==> src/rtl/joy_pkg.sv <==
// Shared types for the joypad matrix register.
// Assumes a four-line group width; the select encoding is active low.
package joy_pkg;
    localparam int GRP_W = 4;
    typedef logic [GRP_W-1:0] grp_t;
    localparam grp_t IDLE_NIB = '1;
endpackage

==> src/rtl/joy_dir_filter.sv <==
// Opposing-direction filter. Assumes the bit order Down=3, Up=2, Left=1, Right=0.
// Up wins over Down and Left wins over Right unless allow_i is set.
module joy_dir_filter
    import joy_pkg::*;
(
    input  grp_t dir_i,
    input  logic allow_i,
    output grp_t dir_o
);
    // Purpose: clear the losing line of each opposing pair.
    always_comb begin
        dir_o = dir_i;
        if (!allow_i) begin
            if (dir_i[2]) dir_o[3] = 1'b0;
            if (dir_i[1]) dir_o[0] = 1'b0;
        end
    end
endmodule

==> src/rtl/joy_nibble.sv <==
// Low-nibble builder. Starts from all ones, subtracts the multiplayer value
// when both selects are high, then masks in each selected group inverted.
module joy_nibble
    import joy_pkg::*;
(
    input  logic       sel_act_n,
    input  logic       sel_dir_n,
    input  grp_t       act_i,
    input  grp_t       dir_i,
    input  grp_t       mp_i,
    output grp_t       nib_o
);
    grp_t groups [2];
    logic sel_n [2];
    grp_t masked [2];

    assign groups[0] = act_i;
    assign groups[1] = dir_i;
    assign sel_n[0]  = sel_act_n;
    assign sel_n[1]  = sel_dir_n;

    // Purpose: one mask per group, all ones when the group is deselected.
    for (genvar g = 0; g < 2; g++) begin : g_grp
        assign masked[g] = sel_n[g] ? IDLE_NIB : ~groups[g];
    end

    // Purpose: combine the base value with both group masks.
    always_comb begin
        grp_t base;
        base = IDLE_NIB;
        if (sel_act_n && sel_dir_n) base = IDLE_NIB - mp_i;
        nib_o = base & masked[0] & masked[1];
    end
endmodule

==> src/rtl/joy_edge_irq.sv <==
// Interrupt edge detector. It pulses for one cycle after the edge at which
// the nibble first leaves the idle value. Assumes a synchronous active-low reset.
module joy_edge_irq
    import joy_pkg::*;
(
    input  logic clk,
    input  logic rst_n,
    input  grp_t nib_i,
    output logic irq_o
);
    grp_t nib_q;

    // Purpose: remember the last nibble and flag departures from idle.
    always_ff @(posedge clk) begin
        if (!rst_n) begin
            nib_q <= IDLE_NIB;
            irq_o <= 1'b0;
        end else begin
            nib_q <= nib_i;
            irq_o <= (nib_q == IDLE_NIB) && (nib_i != IDLE_NIB);
        end
    end
endmodule

==> src/rtl/joy_matrix_reg.sv <==
// Top of the joypad matrix register. It holds the two active-low select bits
// and returns them with the computed nibble. Read data is combinational
// from the stored selects and the live button levels, which are assumed
// debounced and synchronous to clk.
module joy_matrix_reg
    import joy_pkg::*;
#(
    parameter int DATA_W  = 8,
    parameter int SEL_ACT = 5,
    parameter int SEL_DIR = 4
) (
    input  logic              clk,
    input  logic              rst_n,
    input  logic [3:0]        act_i,
    input  logic [3:0]        dir_i,
    input  logic [3:0]        mp_id_i,
    input  logic              allow_opp_i,
    input  logic              cs_i,
    input  logic              we_i,
    input  logic [DATA_W-1:0] wdata_i,
    output logic [DATA_W-1:0] rdata_o,
    output logic              irq_o
);
    localparam int PAD_W = DATA_W - 2 - GRP_W;

    logic sel_act_q, sel_dir_q;
    grp_t dir_f, nib;
    logic unused_wdata;

    assign unused_wdata = ^{wdata_i[DATA_W-1:SEL_ACT+1], wdata_i[SEL_DIR-1:0]};

    // Purpose: hold the select bits written by software.
    always_ff @(posedge clk) begin
        if (!rst_n) begin
            sel_act_q <= 1'b1;
            sel_dir_q <= 1'b1;
        end else if (cs_i && we_i) begin
            sel_act_q <= wdata_i[SEL_ACT];
            sel_dir_q <= wdata_i[SEL_DIR];
        end
    end

    joy_dir_filter u_filt (
        .dir_i   (dir_i),
        .allow_i (allow_opp_i),
        .dir_o   (dir_f)
    );

    joy_nibble u_nib (
        .sel_act_n (sel_act_q),
        .sel_dir_n (sel_dir_q),
        .act_i     (act_i),
        .dir_i     (dir_f),
        .mp_i      (mp_id_i),
        .nib_o     (nib)
    );

    joy_edge_irq u_irq (
        .clk   (clk),
        .rst_n (rst_n),
        .nib_i (nib),
        .irq_o (irq_o)
    );

    // Purpose: assemble the read word.
    assign rdata_o = {{PAD_W{1'b1}}, sel_act_q, sel_dir_q, nib};
endmodule

==> config.mk <==
export PLATFORM = sky130hd
export DESIGN_NAME = joy_matrix_reg
export DESIGN_NICKNAME = d
export VERILOG_FILES = /design/src/rtl/joy_pkg.sv /design/src/rtl/joy_dir_filter.sv /design/src/rtl/joy_nibble.sv /design/src/rtl/joy_edge_irq.sv /design/src/rtl/joy_matrix_reg.sv
export SDC_FILE = /design/constraint.sdc
export NUM_CORES = 1
export LEC_CHECK = 0
export BUFFER_PORTS_ARGS = -buffer_cell sky130_fd_sc_hd__buf_4
export CORE_AREA = 2 2 39 41
export CTS_BUF_LIST = sky130_fd_sc_hd__clkbuf_2
export DETAILED_ROUTE_END_ITERATION = 8
export DIE_AREA = 0 0 41 43
export MAX_ROUTING_LAYER = met4
export PLACE_DENSITY_LB_ADDON = 0.3
export SLEW_MARGIN = 20
export SYNTH_ARGS = -nofsm -noshare
export SYNTH_HDL_FRONTEND = slang
export SYNTH_SLANG_ARGS = --single-unit
==> constraint.sdc <==
create_clock -name clk -period 0.9 [get_ports clk]
set_input_delay 0.135 -clock clk [delete_from_list [all_inputs] [get_ports clk]]
set_output_delay 0.135 -clock clk [all_outputs]
set_load 0.01 [all_outputs]
# Word level (Yosys, flattened, before mapping)
# Index checks and enable logic that the tools add are counted.
# W data, S select, Z words.
[word_totals]
reg_bits = 7
inputBits = 25
out_inout_bits = 9
elab_cells = 21
[op_classes]
n_addsub = 1
n_eq_ne = 2
n_mux = 7
n_bitwise = 4
n_reduce_logical = 3
[ops]
columns = ["cell", "count"]
rows = [
  ["$mux W4", 3],
  ["$and A4 B4 Y4", 2],
  ["$not A4 Y4", 2],
  ["$eq A4 B4 Y1 const B", 1],
  ["$mux W1", 4],
  ["$ne A4 B4 Y1 const B", 1],
  ["$sub A4 B4 Y4 const A", 1],
  ["$logic_and A1 B1 Y1", 3],
]

# Depth between registers and ports, before layout
# Gate-level depths: netlist (run 1).
[depth]
word_depth = 7
depth_mapped = 5
depth_no_buf = 4

# Modules after synthesis
# From an unflattened synthesis (run 1), not the netlist that was laid out.
[unflattened]
cells_unflattened = 41
hier_area_um2 = 405.4
[by_module_without_submodules]
columns = ["module", "instances", "cells_per_inst", "area_per_inst_um2", "seq_area_each_um2"]
rows = [
  ["joy_edge_irq", 1, 12, 151.4, 100.1],
  ["joy_matrix_reg", 1, 14, 115.1, 40.0],
  ["joy_nibble", 1, 10, 101.3, 0.0],
  ["joy_dir_filter", 1, 5, 37.5, 0.0],
]

# Worst setup path after synthesis (run 1)
# OpenSTA, ideal clock, no wires.
[synth_path]
kind = "register -> register"
startpoint = "register sel_dir_q"
endpoint = "register u_irq.nib_q[0]"
setup_ps = 114
arrival_time_ps = 879
required_ps = 786
setup_slack_ps = -92
path_stages_with_launch = 6
n_path_buf = 1
period_less_slack_ps = 992
cell_sequence = "dfxtp_1 > buf_6 > inv_2 > o211ai_1 > and3_4 > nand2b_4"
[synth_between]
elab_chain_len = 4
word_cells_on_any_way = 5
cone_classes = "2 x mux; 2 x bitwise; 1 x reduce/logical"
[synth_lines]
columns = ["element", "line", "text"]
rows = [
  ["start, declared", "joy_matrix_reg.sv:26", "logic sel_act_q, sel_dir_q;"],
  ["start signal, assigned", "joy_matrix_reg.sv:39", "sel_dir_q <= wdata_i[SEL_DIR];"],
  ["$logic_and A1 B1 Y1", "joy_nibble.sv:31", "if (sel_act_n && sel_dir_n) base = IDLE_NIB - mp_i;"],
  ["$mux W4", "joy_nibble.sv:31", ""],
  ["$and A4 B4 Y4", "joy_nibble.sv:32", "nib_o = base & masked[0] & masked[1];"],
  ["$and A4 B4 Y4 *", "joy_nibble.sv:32", ""],
  ["net rdata_o[0]", "joy_matrix_reg.sv:21", "output logic [DATA_W-1:0] rdata_o,"],
  ["end signal, assigned", "joy_edge_irq.sv:19", "nib_q <= nib_i;"],
  ["end, declared", "joy_edge_irq.sv:11", "grp_t nib_q;"],
]
# The timed path passes the listed nets; every way through them passes the cells marked *.
# A chain may end at the register's enable or synchronous reset.

# Worst setup path after layout (run 1)
[layout_path]
startpoint = "register sel_act_q"
endpoint = "output port rdata_o[0]"
[layout_between]
elab_chain_len = 4
word_cells_on_any_way = 5
cone_classes = "2 x mux; 2 x bitwise; 1 x reduce/logical"
[layout_lines]
columns = ["element", "line", "text"]
rows = [
  ["start, declared", "joy_matrix_reg.sv:26", ""],
  ["start signal, assigned", "joy_matrix_reg.sv:38", "sel_act_q <= wdata_i[SEL_ACT];"],
  ["$logic_and A1 B1 Y1", "joy_nibble.sv:31", ""],
  ["$mux W4", "joy_nibble.sv:31", ""],
  ["$and A4 B4 Y4 * (2 in series)", "joy_nibble.sv:32", ""],
  ["end, declared", "joy_matrix_reg.sv:21", ""],
]
# Mark *: on every way between the ends. The rest lies on a longest branch, timed or not.

==> out/qor.yml, run 1 <==
drc: 0
slowest_stage: "dfxtp_4"
slew_viol_final: 0
die_area_sq_um: 1760
yosysMostFrequentCell: "nand3_1"
fmax_ghz: 0.774
grt_max_degree: 9
path_max_fanout: 4
nNetsFinal: 110
slowest_delay_ps: 390
routabilityCongestion: 0.787
hp-start: "wdata_i[5]"
synthDistinctLibCells: 19
antenna_found_initial: 0
start_util_pct: 31.1
die_w_um: 41
clock_sinks: 7
p_leak_nw: 0.420
ctsHoldBuffers: 0
rr_worst_depth: 6
numCtsBuffers: 3
worstSkewPairLatency_ps: 250
dp_cells: 86
cellPowerDensity_nw_per_um2: 1260
synth_edf_count: 0
grt_overflow_total: 0
min_path_type: "input pin to flip-flop"
cts_root_buffer: "clkbuf_2"
grt_pass1_vias: 429
cts.htree.levels: 1
path_clk_slew_ps: 90
cp_num_cells: 4
worst_path_most_repeated_cell: "buf_6"
vias: 465
rsz0062_at_grt: "yes"
cp.required_ps: 760
cp_top_family: "flip-flops"
path_class: "flip-flop to output port"
total_power_w: 0.00103
synthTopCellsByCount: "nand3_1 (8), dfxtp_1 (7), inv_1 (6), nand2_1 (5), buf_4 (4)"
critPathLaunchType: "flip-flop"
synth_cells: 48
drt_pass1_iterations: 2
fin_hold_ws_ps: 110
seq_area_frac_synth_pct: 32.6
finalWorstSetupSlack_ps: -392
die_h_um: 43
grt_first_pass_wirelength_um: 1710
maxCapViolCount: 0
stdcell_count: 100
n_antenna_cell: 0
final-setup-viol-count: 11
period_share_pct: 144
area_delta_synth_final_pct: 90.1
cts_tree: "done"
whs_path_depth: 3
startpoint: "sel_act_q"
place.port_buffers: 25
ys_top_cells_by_area: "dfxtp_1 (33%), nand3_1 (9.3%), buf_4 (7.0%)"
synth_top_cell_area_share_pct: 32.6
end_kind: "output port"
yosysTopAreaCell: "dfxtp_1"
pre_cts_ws_ps: -150
synth_area_sq_um: 430
ys_ff_latch: 7
place_area_sq_um: 633
finalCriticalPeriod_ps: 1290
peakVddDrop_uv: 569
reg2reg_from: "sel_act_q"
dp_hpwl_um: 762
vias_per_cell: 4.65
status: "finished with violations"
path_cells: "buf_6 -> nand3_2 -> and3_4 -> buf_6"
grt.total_usage_pct: 15.3
violations: "setup timing"
io-pin-count: 34
fp-row-count: 14
drive_above_1_share_pct: 71.4
finalWirelength_um: 1240
detail-route-antenna-nets: 0
cts_buffer_depth: 2
design.core.area_sq_um: 1380
stdcell_area_sq_um: 818
routedWlPerCell_um: 12.4
avgSynthCellArea_sq_um: 8.97
synth-async-reset-ratio_pct: 0
clock_skew_ps: 12.8
finalHoldViolCount: 0
worst-path-buf-inv: 2
ys.flop_type: "dfxtp_1"
yosys_warnings: 0
first_iter_violations: 2
cp.arrival_ps: 1160
[report_power, final]
part | switching [W] | internal [W] | total, W | leakage (nW)
Clock | 0.000131 | 0.000101 | 0.000232 | 0.0164
Sequential | 0.0000195 | 0.000335 | 0.000355 | 0.0583
Combinational | 0.000175 | 0.000271 | 0.000446 | 0.345
Total | 0.000326 | 0.000707 | 0.00103 | 0.420
[cells by family after synthesis]
logic type | Yosys count | synth area share [%]
AND/OR/NAND/NOR | 22 | 31.1
buffers and inverters | 13 | 18.3
flip-flops | 7 | 32.6
other | 1 | 0.871
AO/OA/AOI/OAI | 5 | 17.2
[timing repair]
| item | 4_1_cts | 5_1_grt |
|---|---|---|
| pin swaps | 4 | 4 |
| gates resized for setup | 21 | 7 |
| endpoints found under the setup margin | 9 | 11 |
| buffers inserted | 9 | 4 |
[flip-flops by register name, summed over array words and instances, names as in the netlist]
register and flops:
sel_act_q 1, u_irq.irq_o 1, sel_dir_q 1, u_irq.nib_q 4
[per-stage QoR]
step | util [%] | TNS, ps
2_1_floorplan | - | -212
3_3_place_gp | 45.8 | -760
3_5_place_dp | 45.8 | -818
4_1_cts | 56.4 | -2560
5_1_grt | 59.1 | -3380
6_report | 59.1 | -2920
[placed cells by master (no fill, tap or decap)]
cell type | synthesis | final
nor2_4 | 0 | 1
inv_1 | 6 | 5
nand2_2 | 0 | 1
clkbuf_2 | 0 | 3
o211ai_2 | 1 | 1
buf_6 | 2 | 13
nand3_1 | 8 | 6
dfxtp_4 | 0 | 2
dfxtp_1 | 7 | 5
and3_4 | 2 | 2
and3_1 | 1 | 1
o221ai_4 | 1 | 2
nand3_2 | 1 | 3
conb_1 | 1 | 2
inv_2 | 1 | 2
a31oi_4 | 0 | 1
nand2_1 | 5 | 4
o211ai_1 | 1 | 1
clkinv_2 | 0 | 1
buf_4 | 4 | 24
nand2b_4 | 1 | 4
[area by class of cell]
class                   instances  area [sq um]
clock buffers                   3          15.0
clock inverters                 1          5.00
fillers                       128           566
inverters                       7          26.3
multi-input cells              29           278
flip-flops and latches          7           148
well taps                      16          20.0
repair buffers                 37           327
[routing by layer]
layer	vias to the layer above	share of wire [%]	global-route usage (%)
met5	-	0	-
met4	0	2.5	12.0
met3	4	4.1	4.71
met2	18	56	23.8
met1	218	37	14.6
li1	225	-	-
[path summary, 6_finish.rpt]
path	to	slack (ps)
setup / recovery	rdata_o[0]	-390
hold / removal	sel_act_q	110
setup reg to reg	u_irq.nib_q[0]	-370
hold reg to reg	u_irq.irq_o	500
[worst min-delay path, stage by stage]
cell and delay (ps):
buf_4 80, nand3_1 50, nand3_1 70
Power figures use the tool's default switching activity.
==> inputs of run 2 (changes only) <==
- TNS_END_PERCENT: not set -> 1
==> out/qor.yml, run 2 (synthesis gave the netlist of run 1 again) <==
status: "finished with violations"
violations: "setup timing"
path_cells: "buf_6 -> nand3_2 -> and3_4 -> buf_4 -> buf_4 -> nand2b_4"
die_h_um: 43  # unchanged
total_power_w: 0.000972  # -5.9%
p_leak_nw: 0.407  # -3.2%
reg2reg_to: "u_irq.nib_q[0]"
die_area_sq_um: 1760  # unchanged
grt_max_degree: 9  # unchanged
min_path_type: "input pin to flip-flop"
finalHoldViolCount: 0  # unchanged
layout_common_cells: "buf_4 (28), buf_6 (8), nand3_1 (6)"
slowest_stage: "dfxtp_4"
nNetsFinal: 109  # -0.91%
start_util_pct: 31.1  # unchanged
largest_reg_flops: 4  # unchanged
vias_per_cell: 4.39  # -5.5%
detail-route-antenna-nets: 0  # unchanged
cellPowerDensity_nw_per_um2: 1250  # -0.69%
cts_tree: "done"
reg2reg_from: "sel_act_q"
drc: 0  # unchanged
fmax_ghz: 0.795  # +2.7%
vias: 435  # -6.5%
slowest_delay_ps: 380  # about the same
place_area_sq_um: 633  # unchanged
fp-row-count: 14  # unchanged
antenna_found_initial: 0  # unchanged
path_clk_slew_ps: 80  # about the same
finalWorstSetupSlack_ps: -358  # +34.2 ps
maxCapViolCount: 0  # unchanged
drt_pass1_iterations: 2  # unchanged
cts_root_buffer: "clkbuf_2"
routedWlPerCell_um: 10.3  # -18%
stdcell_area_sq_um: 776  # -5.2%
routabilityCongestion: 0.787  # unchanged
critPathLaunchType: "flip-flop"
n_antenna_cell: 0  # unchanged
cp.arrival_ps: 1390  # +230 ps
worstSkewPairLatency_ps: 230  # -20 ps
numCtsBuffers: 3  # unchanged
drive_above_1_share_pct: 69.9  # -1.5 points
hp-start: "wdata_i[5]"
fin_hold_ws_ps: 125  # +15.0 ps
path_max_fanout: 5  # +1
grt_pass1_vias: 381  # -11%
grt_first_pass_wirelength_um: 1500  # -13%
dp_hpwl_um: 762  # unchanged
ff2ff_setup_slack_ps: -360  # about the same
rsz0062_at_grt: "yes"
rr_worst_depth: 6  # unchanged
grt.total_usage_pct: 13.6  # -1.7 points
end_kind: "flip-flop"
finalCriticalPeriod_ps: 1260  # -34.2 ps
grt_overflow_total: 0  # unchanged
peakVddDrop_uv: 580  # +1.9%
min_to: "sel_act_q"
clock_sinks: 7  # unchanged
design.core.area_sq_um: 1380  # unchanged
finalWirelength_um: 1020  # -18%
whs_path_depth: 3  # unchanged
area_delta_synth_final_pct: 80.2
worst_path_most_repeated_cell: "buf_4"
first_iter_violations: 7  # +5
final-setup-viol-count: 11  # unchanged
path_class: "flip-flop to flip-flop"
cts_buffer_depth: 2  # unchanged
place.port_buffers: 25  # unchanged
io-pin-count: 34  # unchanged
cp.required_ps: 1030  # +270 ps
slew_viol_final: 0  # unchanged
layout_commonest_cell: "buf_4"
clock_skew_ps: 7.66  # -5.16 ps
ctsHoldBuffers: 0  # unchanged
cts.htree.levels: 1  # unchanged
period_share_pct: 140  # -3.8 points
regMostFlops: "u_irq.nib_q"
die_w_um: 41  # unchanged
[run 2: changes by cell type in the layout (fill, tap and decap cells not counted)]
cell	delta
a31oi_4	-1
a31oi_2	+1
nor2_4	-1
nand2_2	-1
nand2_1	+1
buf_4	+4
buf_6	-5
nor2_2	+1
[run 2: metrics by stage]
stage	worst slack (ps)	setup TNS [ps]	instances	util (%)
3_5_place_dp	-150	-818	86	45.8
5_1_grt	-409	-3020	99	56.1
6_report	-358	-2540	99	56.1
4_1_cts	-377	-2280	94	52.4
2_1_floorplan	-73.6	-212	49	-
3_3_place_gp	-127	-759	86	45.8
[run 2: per-layer routing]
metal,part of all wire (%),GRT usage [%],vias up
li1,-,-,222
met2,55,19.7,14
met4,1.9,12.0,0
met3,5.0,4.71,2
met1,38,13.5,197
met5,0,-,-
[run 2: cell type report]
type,instances,area [sq um]
Tap cell,16,20.0
Sequential cell,7,148
Fill cell,135,608
Multi-Input combinational cell,29,262
Clock buffer,3,15.0
Timing Repair Buffer,36,300
Inverter,7,26.3
Clock inverter,1,5.00
[run 2: worst max-delay path, delay by kind of cell, from the launching register on]
family	cells	cell delay, ps
and+or+nand+nor	3	370
buffers and inverters	3	390
DFF	1	380
[run 2: worst max path at each step]
stage | from | endpoint | cells after the start
final | sel_act_q | u_irq.nib_q[0] | 6
after global routing | sel_dir_q | rdata_o[0] | 4
after CTS | sel_dir_q | rdata_o[0] | 4
after detailed placement | sel_dir_q | rdata_o[0] | 4
after global placement | sel_act_q | rdata_o[3] | 4
after floorplan | sel_act_q | u_irq.nib_q[3] | 4
[run 2: report_power, final]
part / internal, W / switching [W]
Combinational: 0.000248 / 0.000149
Sequential: 0.000335 / 0.0000185
Clock: 0.000101 / 0.000121
[run 2: timing repair]
| action | CTS | global route |
|---|---|---|
| buffers inserted | 5 | 5 |
| gates resized for setup | 14 | 4 |
| pin swaps | 3 | 1 |
| setup endpoints to repair | 9 | 10 |
==> inputs of run 3 (changes only) <==
--- a/config.mk
+++ b/config.mk
@@ -8,8 +8,9 @@
 export BUFFER_PORTS_ARGS = -buffer_cell sky130_fd_sc_hd__buf_4
-export CORE_AREA = 2 2 39 41
+export CORE_MARGIN = 1
+export CORE_UTILIZATION = 30
 export CTS_BUF_LIST = sky130_fd_sc_hd__clkbuf_2
 export DETAILED_ROUTE_END_ITERATION = 8
-export DIE_AREA = 0 0 41 43
 export MAX_ROUTING_LAYER = met4
 export PLACE_DENSITY_LB_ADDON = 0.3
+export REMOVE_ABC_BUFFERS = 1
 export SLEW_MARGIN = 20
==> constraint.sdc (replaced) <==
create_clock -name clk -period 0.9 [get_ports clk]
set_input_delay 0 -clock clk [delete_from_list [all_inputs] [get_ports clk]]
set_output_delay 0 -clock clk [all_outputs]
set_load 0.01 [all_outputs]
==> out/qor.yml, run 3 (synthesis gave the netlist of run 1 again) <==
n_antenna_cell: 0  # unchanged
cts_tree: "done"
die_w_um: 39.9  # -2.7%
finalCriticalPeriod_ps: 1160  # -96.8 ps
cp.arrival_ps: 1160  # -230 ps
pre_cts_ws_ps: -129  # +21.2 ps
vias_per_cell: 4.50  # +2.4%
multi_input_area_sq_um: 239  # -8.6%
path_cells: "buf_6 -> o221ai_4 -> buf_6 -> inv_2 -> buf_6"
rsz0062_at_grt: "yes"
routedWlPerCell_um: 10.5  # +2.8%
ff2ff_setup_slack_ps: -220  # +140 ps
routabilityCongestion: 0.749  # -4.8%
regArea_sq_um: 148  # unchanged
cts.htree.levels: 1  # unchanged
whs_path_depth: 3  # unchanged
cp.required_ps: 900  # -130 ps
status: "finished with violations"
die_h_um: 39.9  # -7.3%
nNetsFinal: 107  # -1.8%
grt_first_pass_wirelength_um: 1610  # +7.3%
drc: 0  # unchanged
final-setup-viol-count: 10  # -1
reg2reg_from: "sel_dir_q"
min_to: "sel_dir_q"
nFillCells: 115  # -15%
area_delta_synth_final_pct: 75.0
fin_hold_ws_ps: 19.9  # -105 ps
layout_commonest_cell: "buf_4"
vias: 432  # -0.69%
layout_common_cells: "buf_4 (24), nand3_1 (7), buf_6 (7)"
rr_worst_depth: 6  # unchanged
antenna_found_initial: 0  # unchanged
maxCapViolCount: 0  # unchanged
finalWirelength_um: 1010  # -0.30%
finalWorstSetupSlack_ps: -261  # +96.8 ps
path_max_fanout: 3  # -2
min_path_type: "input pin to flip-flop"
end_kind: "output port"
drt_pass1_iterations: 1  # -1
hp-start: "wdata_i[4]"
drive_above_1_share_pct: 61.7  # -8.2 points
grt_pass1_vias: 423  # +11%
violations: "setup timing"
first_iter_violations: 0  # -7
regMostFlops: "u_irq.nib_q"
largest_reg_flops: 4  # unchanged
io-pin-count: 34  # unchanged
slew_viol_final: 0  # unchanged
utilization_pct: 57.2  # +1.1 points
worst_path_most_repeated_cell: "buf_6"
finalHoldViolCount: 0  # unchanged
cellPowerDensity_nw_per_um2: 1270  # +1.6%
grt_max_degree: 11  # +2
slowest_delay_ps: 360  # -20 ps
fp-row-count: 13  # -1
peakVddDrop_uv: 830  # +43%
grt_overflow_total: 0  # unchanged
reg2reg_to: "u_irq.irq_o"
critPathLaunchType: "flip-flop"
grt.total_usage_pct: 15.9  # +2.4 points
p_leak_nw: 0.374  # -8.1%
die_area_sq_um: 1590  # -9.8%
detail-route-antenna-nets: 0  # unchanged
cts_root_buffer: "clkbuf_2"
dp_hpwl_um: 794  # +4.2%
clock_skew_ps: 5.98  # -1.68 ps
place.port_buffers: 25  # unchanged
period_share_pct: 129  # -11 points
slowest_stage: "dfxtp_4"
path_class: "flip-flop to output port"
worstSkewPairLatency_ps: 230  # about the same
fmax_ghz: 0.861  # +8.3%
start_util_pct: 32.7  # +1.6 points
path_clk_slew_ps: 70  # about the same
cts_buffer_depth: 2  # unchanged
numCtsBuffers: 3  # unchanged
clock_sinks: 7  # unchanged
design.core.area_sq_um: 1320  # -4.8%
## run 3: changes by cell type in the layout (fill, tap and decap cells not counted), sizes merged
cell / change
buf: -4
clkbuf: +1
dlygate4sd3: +2
clkinv: -1
## run 3: final cells by class
cell class	instances	area share (%)
clock buffers	4	2.66
inverters	7	3.82
multi-input cells	29	31.7
flip-flops and latches	7	19.6
well taps	15	2.49
repair buffers	34	39.7
## run 3: how the worst max path moves through the flow
| stage | from | endpoint | slack [ps] |
|---|---|---|---|
| final | sel_dir_q | rdata_o[2] | -260 |
| after global routing | sel_dir_q | rdata_o[2] | -320 |
| after CTS | sel_dir_q | rdata_o[0] | -250 |
| after detailed placement | sel_act_q | u_irq.nib_q[0] | -130 |
| after global placement | sel_act_q | u_irq.nib_q[3] | -120 |
| after floorplan | sel_dir_q | u_irq.irq_o | -220 |
## run 3: metrics by stage
| step | power [W] | instance area, sq um | instances | setup TNS (ps) |
|---|---|---|---|---|
| 6_report | 0.000959 | 753 | 96 | -1510 |
| 2_1_floorplan | 0.000496 | 382 | 43 | -762 |
| 3_5_place_dp | 0.000681 | 651 | 88 | -712 |
| 3_3_place_gp | 0.000677 | 651 | 88 | -585 |
| 4_1_cts | 0.000926 | 693 | 92 | -1220 |
| 5_1_grt | 0.00103 | 753 | 96 | -2090 |
## run 3: metal layers
| metal | GRT usage (%) | vias to the layer above | wire (um) |
|---|---|---|---|
| met4 | 2.59 | 0 | 0 |
| met3 | 6.82 | 0 | 45 |
| met1 | 13.2 | 198 | 407 |
| li1 | - | 220 | - |
| met5 | - | - | 0 |
| met2 | 31.9 | 14 | 560 |
## run 3: critical path: cells and delay by family (launching register included)
kind,cells,cell delay [ps]
flops,1,360
buf+inv,4,390
compound gates,1,190
## run 3: where the power goes
group	internal [W]	switching (W)
sequential	0.000335	0.0000202
combinational	0.000232	0.000143
clock	0.000118	0.000110
## run 3: repair_timing
action / in CTS / in global routing
hold buffers: 2 / 0
pin swaps: 4 / 3
endpoints found under the setup margin: 9 / 9
hold endpoints to repair: 4 / 0
resized for setup: 11 / 8
buffers inserted: 0 / 4
